### config.mk
export PLATFORM = sky130hd
export DESIGN_NAME = pwm_audio_dac
export DESIGN_NICKNAME = d
export VERILOG_FILES = /design/src/rtl/pad_pkg.sv /design/src/rtl/pad_regs.sv /design/src/rtl/pad_seq.sv /design/src/rtl/pad_chan.sv /design/src/rtl/pwm_audio_dac.sv
export SDC_FILE = /design/constraint.sdc
export NUM_CORES = 1
export LEC_CHECK = 0
export ABC_AREA = 1
export BUFFER_PORTS_ARGS = -buffer_cell sky130_fd_sc_hd__buf_2
export CORE_MARGIN = 4
export CORE_UTILIZATION = 50
export CTS_CLUSTER_DIAMETER = 100
export DETAILED_ROUTE_END_ITERATION = 10
export HOLD_SLACK_MARGIN = 0.08
export PLACE_DENSITY = 0.79
export SETUP_SLACK_MARGIN = 0.3
export SYNTH_ARGS = -nofsm -noshare
export SYNTH_HDL_FRONTEND = slang
export SYNTH_SLANG_ARGS = --single-unit
### constraint.sdc
create_clock -name clk -period 5.8 [get_ports clk]
set_input_delay 0.58 -clock clk [delete_from_list [all_inputs] [get_ports clk]]
set_output_delay 0.58 -clock clk [all_outputs]
set_load 0.05 [all_outputs]
### src/rtl/pad_pkg.sv
package pad_pkg;

    localparam int SAMPLE_W = 16;
    localparam int CODE_W   = 10;
    localparam int PHASE_W  = CODE_W + 1;
    localparam int REP_W    = 9;
    localparam int SHIFT_W  = 3;
    localparam int CTRL_W   = 18;

    typedef enum logic [1:0] {
        ALIGN_LEAD = 2'd0,
        ALIGN_TRAIL = 2'd1,
        ALIGN_MID  = 2'd2,
        ALIGN_RSVD = 2'd3
    } align_e;

    // bit 0 run, 1 resolution, 3:2 placement, 12:4 repeat-1, 13 flag, 14 flip, 17:15 shift
    typedef struct packed {
        logic [SHIFT_W-1:0] pre_shift;
        logic               msb_flip;
        logic               chg_flag;
        logic [REP_W-1:0]   rep_m1;
        align_e             align;
        logic               hi_res;
        logic               run;
    } ctrl_t;

    localparam ctrl_t CTRL_RST = '{
        pre_shift: '0,
        msb_flip:  1'b1,
        chg_flag:  1'b0,
        rep_m1:    '0,
        align:     ALIGN_MID,
        hi_res:    1'b0,
        run:       1'b0
    };

    function automatic logic [CODE_W-1:0] make_code(logic [SAMPLE_W-1:0] s, ctrl_t c);
        logic [SAMPLE_W-1:0] v;
        v = s ^ {c.msb_flip, {(SAMPLE_W-1){1'b0}}};
        v = v << c.pre_shift;
        return c.hi_res ? v[SAMPLE_W-1 -: CODE_W] : {2'b00, v[SAMPLE_W-1 -: 8]};
    endfunction

    function automatic logic [PHASE_W-1:0] period_last(ctrl_t c);
        logic [1:0] sel;
        sel = {c.align == ALIGN_MID, c.hi_res};
        case (sel)
            2'b00:   return PHASE_W'(255);
            2'b01:   return PHASE_W'(1023);
            2'b10:   return PHASE_W'(511);
            default: return PHASE_W'(2047);
        endcase
    endfunction

endpackage

### src/rtl/pad_regs.sv
module pad_regs
    import pad_pkg::*;
#(
    parameter int ADDR_W = 3,
    parameter int BUS_W  = 32
) (
    input  logic              clk,
    input  logic              rst,
    input  logic              wr_en,
    input  logic [ADDR_W-1:0] addr,
    input  logic [BUS_W-1:0]  wdata,
    output logic [BUS_W-1:0]  rdata,
    input  logic              take,
    output ctrl_t             ctrl,
    output logic [BUS_W-1:0]  hold_word,
    output logic              hold_full,
    output logic              data_req
);
    localparam logic [ADDR_W-1:0] OFS_DATA = ADDR_W'(0);
    localparam logic [ADDR_W-1:0] OFS_CTRL = ADDR_W'(4);

    logic hit_data, hit_ctrl;
    assign hit_data = wr_en && (addr == OFS_DATA);
    assign hit_ctrl = wr_en && (addr == OFS_CTRL);

    always_ff @(posedge clk) begin
        if (rst) begin
            ctrl      <= CTRL_RST;
            hold_word <= '0;
            hold_full <= 1'b0;
        end else begin
            if (hit_ctrl) ctrl <= ctrl_t'(wdata[CTRL_W-1:0]);
            if (take) hold_full <= 1'b0;
            if (hit_data && !hold_full) begin
                hold_word <= wdata;
                hold_full <= 1'b1;
            end
        end
    end

    always_comb begin
        rdata = '0;
        if (addr == OFS_CTRL) rdata[CTRL_W-1:0] = ctrl;
    end

    assign data_req = ctrl.run && !hold_full;

endmodule

### src/rtl/pad_seq.sv
module pad_seq
    import pad_pkg::*;
(
    input  logic               clk,
    input  logic               rst,
    input  ctrl_t              ctrl,
    input  logic               hold_full,
    output logic [PHASE_W-1:0] phase,
    output logic [PHASE_W-1:0] last,
    output logic [CODE_W-1:0]  cmp_pos,
    output logic               grp_end,
    output logic               take
);
    logic [REP_W-1:0] rep_q;
    logic ph_end, rep_end;

    assign last    = period_last(ctrl);
    assign ph_end  = phase >= last;
    assign rep_end = rep_q >= ctrl.rep_m1;
    assign grp_end = ctrl.run && ph_end && rep_end;
    assign take    = hold_full && (!ctrl.run || grp_end);

    always_ff @(posedge clk) begin
        if (rst || !ctrl.run) begin
            phase <= '0;
            rep_q <= '0;
        end else if (ph_end) begin
            phase <= '0;
            rep_q <= rep_end ? '0 : rep_q + 1'b1;
        end else begin
            phase <= phase + 1'b1;
        end
    end

    always_comb begin
        if (ctrl.align == ALIGN_MID) begin
            if (ctrl.hi_res)
                cmp_pos = phase[CODE_W] ? ~phase[CODE_W-1:0] : phase[CODE_W-1:0];
            else
                cmp_pos = {2'b00, phase[8] ? ~phase[7:0] : phase[7:0]};
        end else begin
            cmp_pos = phase[CODE_W-1:0];
        end
    end

endmodule

### src/rtl/pad_chan.sv
module pad_chan
    import pad_pkg::*;
(
    input  logic                clk,
    input  logic                rst,
    input  ctrl_t               ctrl,
    input  logic [SAMPLE_W-1:0] sample,
    input  logic                take,
    input  logic [CODE_W-1:0]   cmp_pos,
    output logic [CODE_W-1:0]   code_q,
    output logic                pwm_q
);
    logic [CODE_W:0] sum, full_scale;
    logic            hit;

    assign sum        = {1'b0, cmp_pos} + {1'b0, code_q};
    assign full_scale = ctrl.hi_res ? (CODE_W+1)'(1024) : (CODE_W+1)'(256);

    always_comb begin
        if (ctrl.align == ALIGN_TRAIL) hit = sum >= full_scale;
        else                           hit = cmp_pos < code_q;
    end

    always_ff @(posedge clk) begin
        if (rst) begin
            code_q <= '0;
            pwm_q  <= 1'b0;
        end else begin
            if (take) code_q <= make_code(sample, ctrl);
            pwm_q <= ctrl.run && hit;
        end
    end

endmodule

### src/rtl/pwm_audio_dac.sv
module pwm_audio_dac
    import pad_pkg::*;
#(
    parameter int CHANNELS = 2,
    parameter int ADDR_W   = 3,
    parameter int BUS_W    = 32
) (
    input  logic                clk,
    input  logic                rst,
    input  logic                reg_wr,
    input  logic [ADDR_W-1:0]   reg_addr,
    input  logic [BUS_W-1:0]    reg_wdata,
    output logic [BUS_W-1:0]    reg_rdata,
    output logic                data_req,
    output logic [CHANNELS-1:0] pwm_out
);
    localparam int CODES_W = CHANNELS * CODE_W;

    ctrl_t              ctrl;
    logic [BUS_W-1:0]   hold_word;
    logic               hold_full, take, grp_end, out_run, wr_data_hit;
    logic [PHASE_W-1:0] phase, last;
    logic [CODE_W-1:0]  cmp_pos;
    logic [CODES_W-1:0] code_flat;

    assign out_run     = ctrl.run;
    assign wr_data_hit = reg_wr && (reg_addr == '0);

    pad_regs #(.ADDR_W(ADDR_W), .BUS_W(BUS_W)) u_regs (
        .clk(clk), .rst(rst), .wr_en(reg_wr), .addr(reg_addr), .wdata(reg_wdata),
        .rdata(reg_rdata), .take(take), .ctrl(ctrl), .hold_word(hold_word),
        .hold_full(hold_full), .data_req(data_req)
    );

    pad_seq u_seq (
        .clk(clk), .rst(rst), .ctrl(ctrl), .hold_full(hold_full), .phase(phase),
        .last(last), .cmp_pos(cmp_pos), .grp_end(grp_end), .take(take)
    );

    for (genvar g = 0; g < CHANNELS; g++) begin : g_ch
        pad_chan u_chan (
            .clk(clk), .rst(rst), .ctrl(ctrl),
            .sample(hold_word[g*SAMPLE_W +: SAMPLE_W]), .take(take),
            .cmp_pos(cmp_pos), .code_q(code_flat[g*CODE_W +: CODE_W]),
            .pwm_q(pwm_out[g])
        );
    end

endmodule

# ---- Word-level counts from Yosys, hierarchy flattened
# Index checks and enable logic that the tools add are counted.
dict set report word_totals {
  input_bits 38
  elab_cells 67
  regBits 93
  out_inout_bits 35
}
dict set report op_classes {
  shifts 2
  n_reduce_logical 17
  bitwise_logic 4
  order_cmp 6
  muxes 14
  eq_ne 5
  addsub 4
}
# op n
set op_table {}
lappend op_table {{10-bit 2-to-1 mux} 5}
lappend op_table {{11-bit greater-or-equal comparator} 3}
lappend op_table {{11-bit case mux with 3 select lines} 1}
lappend op_table {{16-bit by 3-bit << shifter with 16-bit output} 2}
lappend op_table {{16-bit XOR} 2}
lappend op_table {{10-bit by 10-bit adder with 11-bit output} 2}
lappend op_table {{10-bit < comparator} 2}
lappend op_table {{18-bit 2-to-1 mux} 1}
lappend op_table {{11-bit by 1-bit adder with 11-bit output, second input constant} 1}
lappend op_table {{11-bit 2-to-1 mux} 1}
lappend op_table {{10-bit inverter} 1}
lappend op_table {{9-bit by 1-bit adder with 9-bit output, second input constant} 1}
lappend op_table {{9-bit greater-or-equal comparator} 1}
lappend op_table {{1-bit logical AND} 9}
lappend op_table {{9-bit 2-to-1 mux} 1}
lappend op_table {{8-bit 2-to-1 mux} 1}
lappend op_table {{8-bit inverter} 1}
lappend op_table {{2-bit by 1-bit equality test with 1-bit output, second input constant} 2}
lappend op_table {{2-bit equality test, second input constant} 2}
lappend op_table {{1-bit 2-to-1 mux} 4}
lappend op_table {{3-bit equality test, second input constant} 1}
lappend op_table {{3-bit logical NOT} 1}
lappend op_table {{1-bit logical NOT} 2}
lappend op_table {{2-bit logical NOT} 1}
lappend op_table {{other kinds (3)} 4}

# ---- Logic depth before layout (Yosys ltp)
# Gate-level depths: netlist of the first run.
dict set report logic_depth {
  word_depth 10
  depth_mapped 26
  ltp_nobuf 26
}

# ---- Hierarchy
# A second synthesis of the first run with hierarchy kept.
dict set report unflattened {
  cells_unflattened 1245
  area_unflattened_um2 7744.9
}
# module area_per_inst_um2 seq_area_each_um2 cells_per_inst n_inst
set modules_own_cells {}
lappend modules_own_cells {pad_regs 2698.8 1021.0 430 1}
lappend modules_own_cells {{pad_chan at g_ch[1].u_chan} 1761.7 220.2 291 1}
lappend modules_own_cells {{pad_chan at g_ch[0].u_chan} 1756.7 220.2 296 1}
lappend modules_own_cells {pad_seq 1527.7 400.4 228 1}

# ---- Worst setup path after synthesis of the first run
# Ideal clock, no wire load.
dict set report synth_timing {
  path_type {flip-flop to flip-flop}
  from {register u_regs.ctrl[3] (netlist name)}
  to {register g_ch[1].u_chan.pwm_q}
  period_less_slack_ps 3264
  stages_incl_launch_ff 27
  path_slack_ps 2536
  path_buffers 0
  setup_ps 70
  arrival_time_ps 3195
  path_cell_list {dfxtp_1 > inv_1 > nor2_1 > o21ai_1 > inv_1 > o21ai_4 > xor2_1 > inv_1 > ha_1 > inv_1 > fa_1 > inv_1 > nand3_1 > nand3_1 > nand2_1 > nand2_1 > a21oi_1 > xor2_1 > ha_1 > nand3b_1 > nor2_1 > nand3_1 > nor2_1 > nand3_1 > nand2_1 > nand2_1 > a21oi_1}
}
dict set report synth_via {
  elab_chain_cells 6
  word_cells_on_any_way 8
  classes_between {add/sub (1); order compare (2); eq/ne (2); mux (2); reduce/logical (1)}
}
# element line
set synth_lines {}
lappend synth_lines {{2-bit equality test} pad_seq.sv:36} ;# if (ctrl.align == ALIGN_MID) begin
lappend synth_lines {{10-bit 2-to-1 mux} pad_seq.sv:36}
lappend synth_lines {{10-bit by 10-bit adder with 11-bit output} pad_chan.sv:16} ;# assign sum = {1'b0, cmp_pos} + {1'b0, code_q};
lappend synth_lines {{11-bit greater-or-equal comparator} pad_chan.sv:20} ;# if (ctrl.align == ALIGN_TRAIL) hit = sum >= full_scale;
lappend synth_lines {{1-bit 2-to-1 mux *} pad_chan.sv:20}
lappend synth_lines {{1-bit logical AND *} pad_chan.sv:30} ;# pwm_q <= ctrl.run && hit;
lappend synth_lines {{to (signal assigned)} pad_chan.sv:30}
lappend synth_lines {{to (decl)} pad_chan.sv:11} ;# output logic pwm_q
# Mark *: on every way between the ends. The rest lies on a longest branch, timed or not.
# A chain may end at the register's enable or synchronous reset.

# ---- Worst setup path in the final report of the first run
dict set report layout_timing {
  from {register u_regs.ctrl[1] (netlist name)}
  to {register g_ch[1].u_chan.pwm_q}
}
dict set report layout_via {
  elab_chain_cells 6
  word_cells_on_any_way 8
  classes_between {add/sub (1); order compare (2); mux (4); reduce/logical (1)}
}
# element line
set layout_lines {}
lappend layout_lines {{10-bit 2-to-1 mux} pad_seq.sv:37} ;# if (ctrl.hi_res)
lappend layout_lines {{10-bit 2-to-1 mux} pad_seq.sv:36}
lappend layout_lines {{10-bit by 10-bit adder with 11-bit output} pad_chan.sv:16}
lappend layout_lines {{11-bit greater-or-equal comparator} pad_chan.sv:20}
lappend layout_lines {{1-bit 2-to-1 mux *} pad_chan.sv:20}
lappend layout_lines {{1-bit logical AND *} pad_chan.sv:30}
# Marks and branches as above.

==> flow_summary.json, run 1 <==
{
  "syn_avg_cell_area_sq_um": 6.50,
  "outcome": "completed",
  "yosysUniqueCellTypes": 47,
  "cap_violations": 0,
  "crit_fanout": 24,
  "antenna_found_initial": 1,
  "setup_violations": 0,
  "min_period_ps": 4110,
  "place.gp.congestion": 0.892,
  "finalHoldViolCount": 0,
  "dp_hpwl_um": 12500,
  "syn_area_sq_mm": 0.00710,
  "vias_per_cell": 5.11,
  "max_clock_freq_ghz": 0.244,
  "grt_max_degree": 71,
  "num_vias": 6652,
  "die_area_sq_mm": 0.0162,
  "ctsResizeCount": 0,
  "crit_required_ps": 6070,
  "ctsHoldBuffers": 0,
  "hp-class": "reg2reg",
  "maxSlewHeadroom": 0.223,
  "cp_slowest_cell": "dfxtp_1",
  "crit_type": "reg2reg",
  "dp_cells": 1286,
  "fin_skew_ps": 12.3,
  "htree_levels": 3,
  "drt-initial-drc-count": 329,
  "post_drt_wl_per_cell_um": 12.4,
  "yosys_register_bits": 93,
  "r2r_slack_ps": 1690,
  "power.internal_mw": 1.04,
  "final_cell_mix": "nand2_1, inv_1, a21oi_1, dfxtp_1, nor2_1",
  "rsz0062_at_grt": "no",
  "synth_edf_count": 0,
  "synthCells": 1093,
  "setup.worst_path.start_class": "flip-flop",
  "cts_root_buf": "clkbuf_16",
  "pwr-share-clk": 0.378,
  "tightest_slew_ps": 1160,
  "peakVddDrop_mv": 0.154,
  "clk_latency_ps": 340,
  "rr_startpoint": "u_regs.ctrl[1]",
  "numCtsBuffers": 9,
  "track_usage": 0.204,
  "critPathBufInv": 5,
  "dpl_cell_area_sq_mm": 0.00733,
  "clock-sinks": 93,
  "cp.arrival_ps": 4380,
  "cts_tree": "done",
  "port-buffer-count": 58,
  "total_power_mw": 1.46,
  "cts.clk_slew.worst_paths_ps": 60,
  "final_area_sq_mm": 0.00761,
  "seq_power_share": 0.459,
  "sw_frac_of_total": 0.287,
  "hold-path-cell-count": 2,
  "maxSlewViolCount": 0,
  "chipHeight_um": 127,
  "grt_pass1_vias": 5950,
  "leakage_nw": 3.62,
  "worst-path-stages": 25,
  "r2r-end": "g_ch[1].u_chan.pwm_q",
  "dr.pass1.iters": 5,
  "stdcell_count": 1302,
  "synthFlopType": "dfxtp_1",
  "core_area_sq_mm": 0.0139,
  "worstRegToRegCells": 25,
  "final_common_cell": "nand2_1",
  "io_pins": 73,
  "yosysSeqAreaShare": 0.262,
  "area_delta_synth_final_pct": 7.16,
  "hp-start": "u_regs.hold_word[29]",
  "die_w_um": 127,
  "cp_top_family": "simple AND/OR/NAND/NOR gates",
  "slowest_delay_ps": 840,
  "yosysWarnings": 0,
  "final_util": 0.548,
  "drc": 0,
  "min_to": "u_regs.hold_word[29]",
  "worst_setup_path_end_kind": "flip-flop",
  "drtAntennaViolNets": 0,
  "routed_wl_um": 16200,
  "p_per_area_mw_per_mm2": 192,
  "period_share": 0.708,
  "fin_nets": 1220,
  "finalSetupTns_ps": 0,
  "crit_top_cell": "inv_1",
  "drive_gt1_frac": 0.102,
  "synthArstFlopShare": 0,
  "gr-total-overflow": 0,
  "nFillCells": 1406,
  "antenna_cells": 0,
  "cts_setup_buffers": 0,
  "switching_power_uw": 419,
  "start_util": 0.511,
  "rows": 43,
  "comb_power_share": 0.163,
  "grt_pass1_wl_um": 27600,
  "clk_path_buf_depth": 2
}
==> flip-flops by register name, summed over array words and instances (netlist names) <==
register	cells
u_regs.hold_word	32
u_regs.hold_full	1
g_ch.u_chan.code_q	20
u_seq.phase	11
g_ch.u_chan.pwm_q	2
u_seq.rep_q	9
u_regs.ctrl	18
==> synthesized netlist by cell type, drive strengths merged (3+ instances only) <==
master | number | area share
a21o | 3 | 0.0032
a21oi | 103 | 0.078
buf | 35 | 0.038
clkbuf | 27 | 0.014
dfxtp | 93 | 0.26
ha | 63 | 0.11
inv | 134 | 0.071
nand2 | 291 | 0.16
nand3 | 74 | 0.056
nand3b | 17 | 0.018
nand4 | 8 | 0.0079
nor2 | 100 | 0.057
nor3 | 8 | 0.0072
o211ai | 5 | 0.0053
o21ai | 97 | 0.070
xnor2 | 4 | 0.0049
xor2 | 15 | 0.019
==> worst register-to-register path, stage by stage (launching register included) <==
cell and delay [ps]:
dfxtp_1 840, inv_1 130, o21ai_1 190, inv_1 110, o21ai_4 150, xor2_1 170, inv_1 110, ha_1 230
inv_1 70, fa_1 400, inv_1 90, nand3_1 90, nand3_1 100, nand2_1 50, nand2_1 50, a21oi_1 80
xor2_1 150, ha_1 280, nand3b_1 80, nor2_1 120, nand3_1 90, nor2_1 150, nand3_1 90, nand2_1 70
nand2_1 50, a21oi_1 100
==> area by class of cell <==
type	count	area, sq um	share of cell area
inverter	135	507	0.0666
sequential	93	1860	0.245
timing repair buffer	62	320	0.0421
clock buffer	12	246	0.0324
multi-input combinational	816	4420	0.580
clock inverter	4	31.3	0.00411
tap	180	225	0.0296
==> how the worst max path moves through the flow <==
| stage | from | endpoint |
|---|---|---|
| 2_1_floorplan | u_regs.ctrl[3] | g_ch[1].u_chan.pwm_q |
| 3_5_place_dp | u_regs.ctrl[1] | g_ch[1].u_chan.pwm_q |
| 3_3_place_gp | u_regs.ctrl[1] | g_ch[0].u_chan.pwm_q |
| 6_report | u_regs.ctrl[1] | g_ch[1].u_chan.pwm_q |
| 4_1_cts | u_regs.ctrl[1] | g_ch[1].u_chan.pwm_q |
| 5_1_grt | u_regs.ctrl[1] | g_ch[0].u_chan.pwm_q |
==> power groups by stage <==
stage	Combinational (mW)	Sequential, mW	Clock [mW]
3_5_place_dp	0.235	0.683	0
2_1_floorplan	0.199	0.676	0
4_1_cts	0.237	0.669	0.559
5_1_grt	0.274	0.671	0.583
6_report	0.237	0.669	0.551
3_3_place_gp	0.234	0.682	0
==> per-layer routing <==
metal	GRT usage	vias to the layer above	share of wire
met3	0.0268	20	0.032
li1	-	3526	-
met4	0.0524	2	0.017
met1	0.278	2996	0.49
met5	0	-	0.00074
met2	0.343	108	0.46
==> per-stage QoR <==
stage               hold slack [ps]  setup WS (ps)
finish                          461           1690
detailed placement              455           1760
global route                    477           1250
global placement                447           1910
floorplan                       430           2540
CTS                             461           1720
==> cells by family (layout without fill, tap and decap cells) <==
| group | Yosys count | count (layout) | synth area share |
|---|---|---|---|
| AOI/OAI and AO/OA | 213 | 213 | 0.162 |
| xor gates and xnor gates | 19 | 19 | 0.0234 |
| adders and majority gates | 65 | 65 | 0.117 |
| buffers and inverters | 197 | 213 | 0.123 |
| DFF | 93 | 93 | 0.262 |
| muxes | 1 | 1 | 0.00141 |
| other | 1 | 14 | 0.000528 |
| and+or+nand+nor | 504 | 504 | 0.311 |
Power figures use the tool's default switching activity.
==> inputs of run 2 (changes only) <==
--- a/config.mk
+++ b/config.mk
@@ -5,14 +5,14 @@
 export SDC_FILE = /design/constraint.sdc
 export NUM_CORES = 1
 export LEC_CHECK = 0
-export ABC_AREA = 1
+export ABC_AREA = 0
 export BUFFER_PORTS_ARGS = -buffer_cell sky130_fd_sc_hd__buf_2
 export CORE_MARGIN = 4
 export CORE_UTILIZATION = 50
 export CTS_CLUSTER_DIAMETER = 100
 export DETAILED_ROUTE_END_ITERATION = 10
 export HOLD_SLACK_MARGIN = 0.08
-export PLACE_DENSITY = 0.79
+export PLACE_DENSITY = 0.82
 export SETUP_SLACK_MARGIN = 0.3
 export SYNTH_ARGS = -nofsm -noshare
 export SYNTH_HDL_FRONTEND = slang
==> constraint.sdc (replaced) <==
create_clock -name clk -period 3.58 [get_ports clk]
set_input_delay 0.358 -clock clk [delete_from_list [all_inputs] [get_ports clk]]
set_output_delay 0.358 -clock clk [all_outputs]
set_load 0.05 [all_outputs]
==> flow_summary.json, run 2 <==
{
  "outcome": "finished with violations",
  "violations": "setup timing",
  "hp-class": "in2reg",
  "largest_register": "u_regs.hold_word",
  "crit_fanout": 6,
  "synthFlopType": "dfxtp_1",
  "vias_per_cell": 5.57,
  "total_power_mw": 2.36,
  "syn_area_sq_mm": 0.00677,
  "yosysTopAreaCellShare": 0.275,
  "yosysSeqAreaShare": 0.275,
  "grt_use_met1": 0.266,
  "pwr-share-clk": 0.460,
  "grt_pass1_wl_um": 27400,
  "finalHoldViolCount": 0,
  "busiest_layer": "met2",
  "setup_violations": 2,
  "chipHeight_um": 124,
  "synth_most_common_cell": "nand2_1",
  "core_area_sq_mm": 0.0132,
  "num_vias": 5916,
  "min_period_ps": 3830,
  "power.internal_mw": 1.75,
  "rows": 42,
  "syn_avg_cell_area_sq_um": 8.26,
  "met3_usage": 0.0227,
  "maxSlewHeadroom": 0.457,
  "cp.arrival_ps": 4080,
  "p_per_area_mw_per_mm2": 302,
  "clk_latency_ps": 350,
  "cts_root_buf": "clkbuf_16",
  "cap_violations": 0,
  "dp_hpwl_um": 12100,
  "largest_reg_flops": 32,
  "htree_levels": 3,
  "drt-initial-drc-count": 401,
  "clock-sinks": 93,
  "final_util": 0.590,
  "crit_chain": "mux2i_2 > nor2_4 > buf_6 > xor2_2 > inv_2 > fa_2 > or3_4 > a21oi_2 > nor2_1 > o21ai_1 > a221o_1 > xor2_1 > ha_1 > nand3b_1 > a221oi_2 > o2111ai_1 > nor4_2 > a211oi_2 > a2111oi_2",
  "yosysUniqueCellTypes": 62,
  "cts_tree": "done",
  "setup.worst_path.start_class": "flip-flop",
  "drtAntennaViolNets": 0,
  "place.gp.congestion": 0.962,
  "sw_frac_of_total": 0.258,
  "seq_power_share": 0.450,
  "final_common_cell": "nand2_1",
  "port-buffer-count": 58,
  "max_clock_freq_ghz": 0.261,
  "crit_type": "reg2reg",
  "antenna_cells": 0,
  "routed_wl_um": 16200,
  "final_cell_mix": "nand2_1, dfxtp_1, a21oi_1",
  "die_w_um": 124,
  "period_share": 1.07,
  "drive_gt1_frac": 0.215,
  "rr_startpoint": "u_regs.ctrl[1]",
  "maxSlewViolCount": 0,
  "final_area_sq_mm": 0.00781,
  "dpl_cell_area_sq_mm": 0.00732,
  "yosysWarnings": 0,
  "start_util": 0.511,
  "tightest_slew_ps": 812,
  "dp_cells": 1042,
  "comb_power_share": 0.090,
  "fin_nets": 985,
  "clk_path_buf_depth": 2,
  "track_usage": 0.208,
  "area_delta_synth_final_pct": 15.4,
  "synthArstFlopShare": 0,
  "synth_edf_count": 0,
  "reg.largest.list": "u_regs.hold_word x32, g_ch.u_chan.code_q x20, u_regs.ctrl x18",
  "drc": 0,
  "critPathBufInv": 2,
  "cts.clk_slew.worst_paths_ps": 70,
  "dr.pass1.iters": 5,
  "gr-total-overflow": 0,
  "leakage_nw": 3.07,
  "synthCells": 819,
  "slowest_delay_ps": 360,
  "rsz0062_at_grt": "yes",
  "yosys_register_bits": 93,
  "antenna_found_initial": 0,
  "cp_slowest_cell": "fa_2",
  "ys_top_cells_by_area": "dfxtp_1, ha_1, nand2_1, a21oi_1, mux4_2",
  "setup_ws_ps": -253,
  "crit_required_ps": 3830,
  "cp_top_family": "compound AO/OA/AOI/OAI gates",
  "worst_setup_path_end_kind": "flip-flop",
  "post_drt_wl_per_cell_um": 15.3,
  "io_pins": 73,
  "dp_slack_ps": -407,
  "peakVddDrop_mv": 0.281,
  "yosys.area.top_type": "dfxtp_1",
  "grtUsageMet2": 0.354,
  "hp-start": "reg_wdata[31]",
  "stdcell_count": 1063,
  "grt_pass1_vias": 5785,
  "grt_max_degree": 73,
  "switching_power_uw": 610,
  "synth_common_cells": "nand2_1, dfxtp_1, a21oi_1",
  "fin_skew_ps": 9.88,
  "die_area_sq_mm": 0.0155,
  "setup.worst_path.start": "u_regs.ctrl[1]",
  "numCtsBuffers": 9
}
[run 2: changes by cell type in the layout (fill, tap and decap cells not counted), sizes merged, moves of 39 or more]
cell | before | now
buf | 62 | 101
inv | 135 | 50
nor2 | 100 | 45
o21ai | 97 | 14
nand3 | 74 | 18
nand2 | 291 | 149
[run 2: metal layers]
metal / part of all wire / vias to the layer above
met5: 0 / -
met4: 0.035 / 0
met3: 0.045 / 33
met2: 0.48 / 179
met1: 0.44 / 2765
li1: - / 2939
[run 2: stage by stage]
stage               hold slack (ps)  TNS [ps]
floorplan                       432      -264
global placement                444      -200
detailed placement              456      -626
CTS                             236      -244
global route                    253      -773
finish                          244      -295
[run 2: power by group through the flow]
stage,clock [mW],sequential [mW],combinational (mW)
floorplan,0,1.08,0.167
global placement,0,1.09,0.203
detailed placement,0,1.09,0.206
CTS,1.10,1.06,0.209
global route,1.14,1.07,0.231
finish,1.09,1.06,0.212
[run 2: worst reg2reg max path, cell delays in order (launching register included)]
cell,delay (ps)
dfxtp_2,340
mux2i_2,270
nor2_4,80
buf_6,150
xor2_2,170
inv_2,70
fa_2,360
or3_4,350
a21oi_2,150
nor2_1,50
o21ai_1,140
a221o_1,190
xor2_1,70
ha_1,290
nand3b_1,90
a221oi_2,190
o2111ai_1,160
nor4_2,220
a211oi_2,120
a2111oi_2,270
[run 2: worst paths after layout]
kind | to | slack (ps) | cells past startpoint
worst max-delay path | g_ch[1].u_chan.pwm_q | -250 | 19
worst max register to register | g_ch[1].u_chan.pwm_q | -250 | 19
worst min-delay path | u_regs.hold_word[31] | 240 | 3
worst min register to register | u_regs.hold_word[0] | 470 | 2
[run 2: area by class of cell]
| type | count | area [sq um] |
|---|---|---|
| Timing Repair Buffer | 101 | 624 |
| Tap cell | 176 | 220 |
| Multi-Input combinational cell | 630 | 4580 |
| Clock inverter | 7 | 116 |
| Sequential cell | 93 | 1860 |
| Clock buffer | 9 | 225 |
| Inverter | 47 | 176 |
| Fill cell | 1157 | 5430 |
[run 2: what timing repair did]
item	in CTS	in global routing
gates resized for setup	23	0
buffers inserted	5	0
endpoints found under the setup margin	2	2
hold buffers	0	0
pin swaps	21	0
[run 2: kinds of logic (layout without fill, tap and decap cells)]
group,count (synthesis),in the layout,synth area share
AOI/OAI and AO/OA,174,174,0.171
muxes,52,52,0.111
and+or+nand+nor,291,291,0.198
other,1,14,0.000554
buffers and inverters,109,164,0.0769
DFF,93,93,0.275
xor gates and xnor gates,34,34,0.0440
adders and majority gates,65,65,0.122
